$ cat src/rtl/popcount_pkg.sv
package popcount_pkg;

  localparam int CountW = 32;

  // number of halving steps until one operand remains
  function automatic int treeDepth(input int n);
    int m;
    int d;
    m = n;
    d = 0;
    while (m > 1) begin
      m = (m + 1) / 2;
      d++;
    end
    return d;
  endfunction

  // operands present after k levels of the tree
  function automatic int levelCount(input int n, input int k);
    int m;
    m = n;
    for (int j = 0; j < k; j++) m = (m + 1) / 2;
    return m;
  endfunction

  // internal register boundaries placed right after level k:
  // each boundary advances by depth/lat levels, the first depth%lat ones by one extra
  function automatic int regsAfter(input int depth, input int lat, input int k);
    int step;
    int extra;
    int pos;
    int hits;
    step  = depth / lat;
    extra = depth % lat;
    pos   = 0;
    hits  = 0;
    for (int j = 0; j < lat - 1; j++) begin
      pos += step;
      if (extra > 0) begin
        pos++;
        extra--;
      end
      if (pos == k) hits++;
    end
    return hits;
  endfunction

  // index of the first load enable used by level k
  function automatic int stageBase(input int depth, input int lat, input int k);
    int s;
    s = 0;
    for (int j = 1; j < k; j++) s += regsAfter(depth, lat, j);
    return s;
  endfunction

endpackage

$ cat src/rtl/popcount_pair_add.sv
module popcount_pair_add #(
  parameter int W = 1
) (
  input  logic [W-1:0] opA,
  input  logic [W-1:0] opB,
  output logic [W:0]   sum
);
  assign sum = {1'b0, opA} + {1'b0, opB};
endmodule

$ cat src/rtl/popcount_ctrl.sv
module popcount_ctrl #(
  parameter int LATENCY = 3
) (
  input  logic               clk,
  input  logic               rstN,
  input  logic               inValid,
  output logic [LATENCY-1:0] loadEn,
  output logic               outValid
);
  logic               admit;
  logic [LATENCY-1:0] validQ;

  assign admit = inValid & rstN;

  always_ff @(posedge clk) begin
    if (!rstN) validQ <= '0;
    else       validQ <= LATENCY'({validQ, admit});
  end

  // stage j loads when the item entering it is valid
  assign loadEn   = LATENCY'({validQ, admit});
  assign outValid = validQ[LATENCY-1];
endmodule

$ cat src/rtl/popcount_tree.sv
module popcount_tree
  import popcount_pkg::*;
#(
  parameter int WIDTH   = 64,
  parameter int LATENCY = 3
) (
  input  logic               clk,
  input  logic [LATENCY-1:0] loadEn,
  input  logic [WIDTH-1:0]   dataIn,
  output logic [CountW-1:0]  countOut
);
  localparam int Depth = treeDepth(WIDTH);

  for (genvar k = 1; k <= Depth; k++) begin : lvlG
    localparam int InN     = levelCount(WIDTH, k - 1);
    localparam int OutN    = levelCount(WIDTH, k);
    localparam int OddIn   = InN % 2;
    localparam int NumRegs = regsAfter(Depth, LATENCY, k) + ((k == Depth) ? 1 : 0);
    localparam int FirstEn = stageBase(Depth, LATENCY, k);

    logic [InN-1:0][k-1:0] inV;
    logic [OutN-1:0][k:0]  sumV;
    logic [OutN-1:0][k:0]  outV;

    if (k == 1) begin : srcRawG
      assign inV = dataIn;
    end else begin : srcPrevG
      assign inV = lvlG[k-1].outV;
    end

    for (genvar i = 0; i < OutN; i++) begin : pairG
      if (OddIn == 1 && i == 0) begin : passG
        assign sumV[0] = {1'b0, inV[0]};
      end else begin : addG
        localparam int Lo = (OddIn == 1) ? 2 * i - 1 : 2 * i;
        popcount_pair_add #(.W(k)) add_i (
          .opA(inV[Lo+1]),
          .opB(inV[Lo]),
          .sum(sumV[i])
        );
      end
    end

    for (genvar r = 1; r <= NumRegs; r++) begin : regG
      logic [OutN-1:0][k:0] q;
      if (r == 1) begin : headG
        always_ff @(posedge clk) begin
          if (loadEn[FirstEn]) q <= sumV;
        end
      end else begin : tailG
        always_ff @(posedge clk) begin
          if (loadEn[FirstEn+r-1]) q <= regG[r-1].q;
        end
      end
    end

    if (NumRegs == 0) begin : wireG
      assign outV = sumV;
    end else begin : regOutG
      assign outV = regG[NumRegs].q;
    end
  end

  assign countOut = {{(CountW - Depth - 1){1'b0}}, lvlG[Depth].outV};
endmodule

$ cat src/rtl/popcount_pipe.sv
module popcount_pipe #(
  parameter int WIDTH   = 64,
  parameter int LATENCY = 3
) (
  input  logic             clk,
  input  logic             rstN,
  input  logic             inValid,
  input  logic [WIDTH-1:0] dataIn,
  output logic [31:0]      countOut,
  output logic             outValid
);
  logic [LATENCY-1:0] loadEn;

  popcount_ctrl #(.LATENCY(LATENCY)) ctrl_i (
    .clk     (clk),
    .rstN    (rstN),
    .inValid (inValid),
    .loadEn  (loadEn),
    .outValid(outValid)
  );

  popcount_tree #(.WIDTH(WIDTH), .LATENCY(LATENCY)) tree_i (
    .clk     (clk),
    .loadEn  (loadEn),
    .dataIn  (dataIn),
    .countOut(countOut)
  );
endmodule

$ cat config.mk
export PLATFORM = sky130hd
export DESIGN_NAME = popcount_pipe
export DESIGN_NICKNAME = d
export VERILOG_FILES = /design/src/rtl/popcount_pkg.sv /design/src/rtl/popcount_pair_add.sv /design/src/rtl/popcount_ctrl.sv /design/src/rtl/popcount_tree.sv /design/src/rtl/popcount_pipe.sv
export SDC_FILE = /design/constraint.sdc
export NUM_CORES = 1
export LEC_CHECK = 0
export ABC_AREA = 1
export CAP_MARGIN = 15
export CELL_PAD_IN_SITES_DETAIL_PLACEMENT = 0
export CELL_PAD_IN_SITES_GLOBAL_PLACEMENT = 1
export CORE_ASPECT_RATIO = 2
export CORE_MARGIN = 5
export CORE_UTILIZATION = 39
export CTS_BUF_LIST = sky130_fd_sc_hd__clkbuf_2
export DETAILED_ROUTE_END_ITERATION = 12
export PLACE_DENSITY_LB_ADDON = 0.1
export SYNTH_ARGS = -nofsm -noshare
export SYNTH_HDL_FRONTEND = slang
export SYNTH_SLANG_ARGS = --single-unit
$ cat constraint.sdc
create_clock -name clk -period 2.67 [get_ports clk]
set_input_delay 0.534 -clock clk [delete_from_list [all_inputs] [get_ports clk]]
set_output_delay 0.534 -clock clk [all_outputs]
set_load 0.01 [all_outputs]
==> results of run 1 <==
-- cell families (layout without fill, tap and decap cells) --
logic type	count (synthesis)	in the layout	share of synthesized area, %
xor+xnor	5	5	0.876
other cells	1	26	0.0750
buf+inv	189	257	16.1
fa+ha+maj	104	104	33.5
simple gates	30	30	2.53
flops	78	78	46.2
compound gates	7	7	0.700
-- worst max path at each step --
| stage | from | cells past startpoint | to | slack (ns) |
|---|---|---|---|---|
| after floorplan | tree_i.lvlG[4].outV[1] | 11 | tree_i.lvlG[6].outV[5] | 0.15 |
| after global placement | tree_i.lvlG[4].outV[1] | 11 | tree_i.lvlG[6].outV[5] | 0.06 |
| after detailed placement | tree_i.lvlG[4].outV[1] | 11 | tree_i.lvlG[6].outV[5] | -0.02 |
| after CTS | tree_i.lvlG[4].outV[1] | 11 | tree_i.lvlG[6].outV[5] | 0.006 |
| after global routing | tree_i.lvlG[4].outV[1] | 11 | tree_i.lvlG[6].outV[5] | 0.004 |
| final | tree_i.lvlG[4].outV[1] | 9 | tree_i.lvlG[6].outV[3] | 0.14 |
-- timing repair --
item                                    4_1_cts  5_1_grt
endpoints found under the hold margin         0        0
setup buffers                                 0        2
resized for setup                             0        4
endpoints found under the setup margin        0        1
-- synthesized netlist by cell type --
master and number:
buf_4 25, nand3_1 11, fa_1 50, dfxtp_1 3
a21oi_1 7, nand2_1 17, nor2_1 2, xor2_1 1
edfxtp_1 75, inv_1 164, xnor2_1 4, ha_1 54
conb_1 1
-- power groups by stage --
stage,registers [µW],clock network [µW],logic [µW]
after floorplan,1760,0,1300
after global placement,1760,0,1760
after detailed placement,1770,0,1830
after CTS,1740,719,1840
after global routing,1750,771,2210
final,1730,687,1830
-- worst max-delay path, delay by kind of cell (launching register included) --
kind	cells	cell delay, ns
flops	1	0.37
fa+ha+maj	4	1.55
xor+xnor	1	0.11
buf+inv	4	0.29
-- per-stage QoR --
stage          setup TNS (ns)  setup WS, ns  instance area (µm²)  power (µW)
2_1_floorplan               0         0.149                 5090        3060
3_3_place_gp                0        0.0612                 5850        3520
3_5_place_dp          -0.0211       -0.0211                 5850        3600
4_1_cts                     0       0.00631                 5980        4290
5_1_grt                     0       0.00438                 6000        4730
6_report                    0         0.140                 6000        4250
-- metal layers --
layer  GRT usage, %  share of wire [%]  up-vias
li1               -                  -     1354
met1           9.44                 31     1320
met2           21.2                 61       67
met3           2.79                5.7        8
met4           4.47                1.7        0
met5              0                  0        -
-- flip-flops by register name (all words and copies together), names as in the netlist --
signal            count
tree_i.lvlG.outV     75
ctrl_i.validQ         3
-- area by class of cell --
cell class | instances | area [µm²] | share of cell area, %
Tap cell | 150 | 188 | 3.13
Sequential cell | 78 | 2310 | 38.5
Inverter | 164 | 616 | 10.3
Clock buffer | 10 | 50.0 | 0.834
Multi-Input combinational cell | 171 | 1980 | 33.0
Timing Repair Buffer | 77 | 776 | 12.9
Antenna cell | 1 | 2.50 | 0.0417
Clock inverter | 6 | 76.3 | 1.27
==> reports/metrics.yaml, run 1 <==
run_status:
  status: "finished clean"
sta:
  slew_headroom_pct: 41.1
  period_share_pct: 94.7
  max_freq_mhz: 395
  worst_pin_slew_ns: 0.883
  setup_violations: 0
  slew_viol_final: 0
  grt_setup_unrepaired: "no"
  min_period_ns: 2.53
  fin_worst_skew_ns: 0.0273
  fin_hold_ws_ns: 0.576
  hold_viol_final: 0
global_routing:
  grt_pass1_vias: 2943
  grt_overflow_total: 0
  grt_pass1_wl_um: 12700
  grt_use_total_pct: 10.5
  grt_max_degree: 49
  grt_antenna_before_repair: 1
setup_path:
  start_kind: "register"
  ff2ff_setup_slack_ns: 0.14
  cp.arrival_ns: 2.81
  worstSetupPathType: "register to register"
  crit_slowest_cell: "fa_1"
  cp.required_ns: 2.95
  path_cells: "inv_1 -> fa_1 -> inv_1 -> fa_1 -> ha_2 -> inv_2 -> fa_2 -> buf_4 -> xnor2_1"
  r2r_cells: 9
  timing.rr.start: "tree_i.lvlG[4].outV[1]"
  endpoint_kind: "register"
  crit_fanout: 2
  slowest_delay_ns: 0.53
  reg2reg_to: "tree_i.lvlG[6].outV[3]"
clock_tree:
  clkTransAtPathRegs_ns: 0.20
  cts_tree: "done"
  ctsRootBufferMaster: "clkbuf_2"
  cts_buffer_depth: 2
  ctsHoldBuffers: 0
  htree_levels: 3
  clock-sinks: 78
  clk_latency_ns: 0.50
  cts_buffers: 9
cells_and_area:
  post_route_cells_drive_above_1_share_pct: 4.15
  areaGrowthSynthToFinish_pct: 20.0
  final_cells: 657
  fill_cells: 1197
  fin_util_pct: 47.8
  layout_commonest_cell: "inv_1"
  final_cell_mix: "inv_1, edfxtp_1, clkdlybuf4s50_1, ha_1, fa_1"
  finalNetCount: 672
routing:
  detail_route.first_pass.iterations: 4
  drc: 0
  drt_iter0_drc: 56
  antenna_left: 0
  wl_per_cell_um: 11.1
  via_per_inst: 4.18
  num_vias: 2749
  routed_wl_um: 7330
yosys:
  syn_area_mm2: 0.00500
  yosysSeqAreaShare_pct: 46.2
  ys_top_cells_by_area: "edfxtp_1, fa_1, ha_1, inv_1, buf_4"
  yosys.area.top_type: "edfxtp_1"
  yosysWarnings: 0
  synthCells: 414
  syn_avg_cell_area_um2: 12.1
  ys_seq_elements: 78
  synth_top_area_share_pct: 45.0
  synthDistinctLibCells: 13
pwr:
  switching_share_pct: 33.7
  power.share.combinational_pct: 43.1
  total_leakage_power_uw: 0.00295
  powerDensity_mw_per_mm2: 708
  intPower_uw: 2810
  switchingPower_uw: 1430
  seq_power_share_pct: 40.8
  ir_drop_mv: 0.508
  clockPowerShare_pct: 16.2
placement:
  dp_hpwl_um: 6360
  place_inst: 638
  numPortBuffers: 74
  globalplace.congestion: 0.756
floorplanning:
  start_util_pct: 39.8
  die_width_um: 90.1
  die_area_mm2: 0.0153
  rows: 58
  ios: 100
  core_area_mm2: 0.0126
  die_y_um: 170
min_path:
  hold-path-cell-count: 3
  hold_path.class: "input pin to register"
  whs_endpoint: "ctrl_i.validQ[0]"
  min_from: "inValid"
run:
  cap_violations: 0
No activity file was read; power rests on OpenSTA's default activity.
==> run 2: changes to the inputs <==
- CELL_PAD_IN_SITES_DETAIL_PLACEMENT: 0 -> unset
- CELL_PAD_IN_SITES_GLOBAL_PLACEMENT: 1 -> unset
- CORE_UTILIZATION: 39 -> 49
- PLACE_DENSITY: unset -> 0.8
- PLACE_DENSITY_LB_ADDON: 0.1 -> unset
==> reports/metrics.yaml, run 2 (synthesis results as in run 1) <==
run_status:
  status: "finished clean"  # unchanged
cells_and_area:
  layout_commonest_cell: "inv_1"  # unchanged
  final_cell_mix: "inv_1, edfxtp_1, clkdlybuf4s50_1, ha_1, fa_1"  # unchanged
  post_route_cells_drive_above_1_share_pct: 5.75  # was 4.15%
  finalNetCount: 671  # was 672
  multi_input_area_mm2: 0.00200  # was 0.00198 mm²
  areaGrowthSynthToFinish_pct: 19.9  # was 20.0%
  fill_cells: 807  # was 1197
  regArea_mm2: 0.00231  # unchanged
  final_cells: 640  # was 657
  largest_register_ffs: 75  # unchanged
routing:
  antenna_left: 0  # unchanged
  drc: 0  # unchanged
  drt_iter0_drc: 81  # was 56
  num_vias: 2844  # was 2749
  via_per_inst: 4.44  # was 4.18
  wl_per_cell_um: 12.0  # was 11.1 µm
  detail_route.first_pass.iterations: 4  # unchanged
  routed_wl_um: 7660  # was 7330 µm
setup_path:
  critPathMostFrequentCell: "inv_2"
  slowest_delay_ns: 0.55  # was 0.53 ns
  worstSetupPathType: "register to register"  # unchanged
  path_cells: "inv_2 -> fa_1 -> inv_2 -> fa_1 -> ha_2 -> inv_2 -> fa_2 -> buf_6 -> xnor2_1"  # was inv_1 -> fa_1 -> inv_1 -> fa_1 -> ha_2 -> inv_2 -> fa_2 -> buf_4 -> xnor2_1
  endpoint_kind: "register"  # unchanged
  cp.arrival_ns: 2.87  # was 2.81 ns
  crit_fanout: 3  # was 2
  crit_slowest_cell: "fa_1"  # unchanged
  start_kind: "register"  # unchanged
  cp.required_ns: 2.95  # about the same
sta:
  fin_worst_skew_ns: 0.0298  # was 0.0273 ns
  setup_violations: 0  # unchanged
  max_freq_mhz: 386  # was 395 MHz
  hold_viol_final: 0  # unchanged
  slew_headroom_pct: 41.8  # was 41.1%
  setup_ws_ns: 0.0779  # was 0.140 ns
  slew_viol_final: 0  # unchanged
  min_period_ns: 2.59  # was 2.53 ns
  period_share_pct: 97.1  # was 94.7%
  worst_pin_slew_ns: 0.872  # was 0.883 ns
clock_tree:
  clk_latency_ns: 0.51  # was 0.50 ns
  clock-sinks: 78  # unchanged
  htree_levels: 3  # unchanged
  clkTransAtPathRegs_ns: 0.19  # was 0.20 ns
  ctsRootBufferMaster: "clkbuf_2"  # unchanged
  cts_buffers: 9  # unchanged
  cts_buffer_depth: 2  # unchanged
  cts_tree: "done"  # unchanged
floorplanning:
  ios: 100  # unchanged
  rows: 52  # was 58
  core_area_mm2: 0.0101  # was 0.0126 mm²
  die_area_mm2: 0.0124  # was 0.0153 mm²
  start_util_pct: 49.6  # was 39.8%
  die_width_um: 81.4  # was 90.1 µm
  die_y_um: 153  # was 170 µm
global_routing:
  grt_pass1_wl_um: 13000  # was 12700 µm
  grt_antenna_before_repair: 1  # unchanged
  grt_use_total_pct: 14.0  # was 10.5%
  grt_pass1_vias: 3160  # was 2943
  grt_overflow_total: 0  # unchanged
  grt_max_degree: 49  # unchanged
placement:
  place_inst: 623  # was 638
  dp_hpwl_um: 6530  # was 6360 µm
  globalplace.congestion: 0.848  # was 0.756
  numPortBuffers: 74  # unchanged
  pre_cts_ws_ns: 0.0174  # was -0.0211 ns
pwr:
  powerDensity_mw_per_mm2: 742  # was 708 mW/mm²
  total_leakage_power_uw: 0.00295  # about the same
  ir_drop_mv: 0.482  # was 0.508 mV
min_path:
  hold_path.class: "register to register"  # was input pin to register
run:
  cap_violations: 0  # unchanged
-- run 2: changes by cell type in the layout (fill, tap and decap cells not counted), sizes merged --
cell and change:
buf -1, clkinv -1
-- run 2: per-stage QoR --
stage / power, µW / hold slack [ns] / utilization [%] / TNS (ns) / cell area (µm²)
after floorplan: 3060 / 0.522 / - / 0 / 5090
after global placement: 3450 / 0.547 / 57.8 / 0 / 5830
after detailed placement: 3650 / 0.546 / 57.8 / 0 / 5830
after CTS: 4340 / 0.545 / 59.1 / 0 / 5960
after global routing: 4860 / 0.550 / 59.5 / -0.0248 / 6000
final: 4450 / 0.591 / 59.5 / 0 / 6000
-- run 2: path summary, 6_finish.rpt --
check,from,end,slack [ns],cells after the start
setup / recovery,tree_i.lvlG[4].outV[11],tree_i.lvlG[6].outV[3],0.08,9
hold / removal,tree_i.lvlG[2].outV[33],tree_i.lvlG[4].outV[10],0.59,1
setup reg to reg,tree_i.lvlG[4].outV[11],tree_i.lvlG[6].outV[3],0.08,9
hold reg to reg,tree_i.lvlG[2].outV[33],tree_i.lvlG[4].outV[10],0.59,1
-- run 2: area by class of cell --
cell class | instances | area share [%]
flip-flops and latches | 78 | 38.6
multi-input cells | 171 | 33.4
repair buffers | 76 | 12.9
inverters | 164 | 10.3
well taps | 135 | 2.82
clock inverters | 5 | 1.25
clock buffers | 10 | 0.835
diodes | 1 | 0.0417
-- run 2: worst max-delay path: cells and delay by family, from the launching register on --
kind / cells / cell delay, ns
xor+xnor: 1 / 0.11
fa+ha+maj: 4 / 1.61
flops: 1 / 0.39
buf+inv: 4 / 0.25
-- run 2: per-layer routing --
layer | track usage (%) | share of wire, %
met5 | 0 | 0
met4 | 7.82 | 4.0
met3 | 3.12 | 5.7
met2 | 26.5 | 61
met1 | 12.7 | 30
-- run 2: repair_timing --
action	in CTS	in global routing
hold endpoints to repair	0	0
endpoints found under the setup margin	0	1
gates resized for setup	0	12
setup buffers	0	1
hold buffers	0	0
-- run 2: where the power goes --
part           leakage (µW)  switching, µW  internal (µW)
sequential         0.000714           66.0           1670
clock             0.0000815            378            305
combinational       0.00215           1140            896
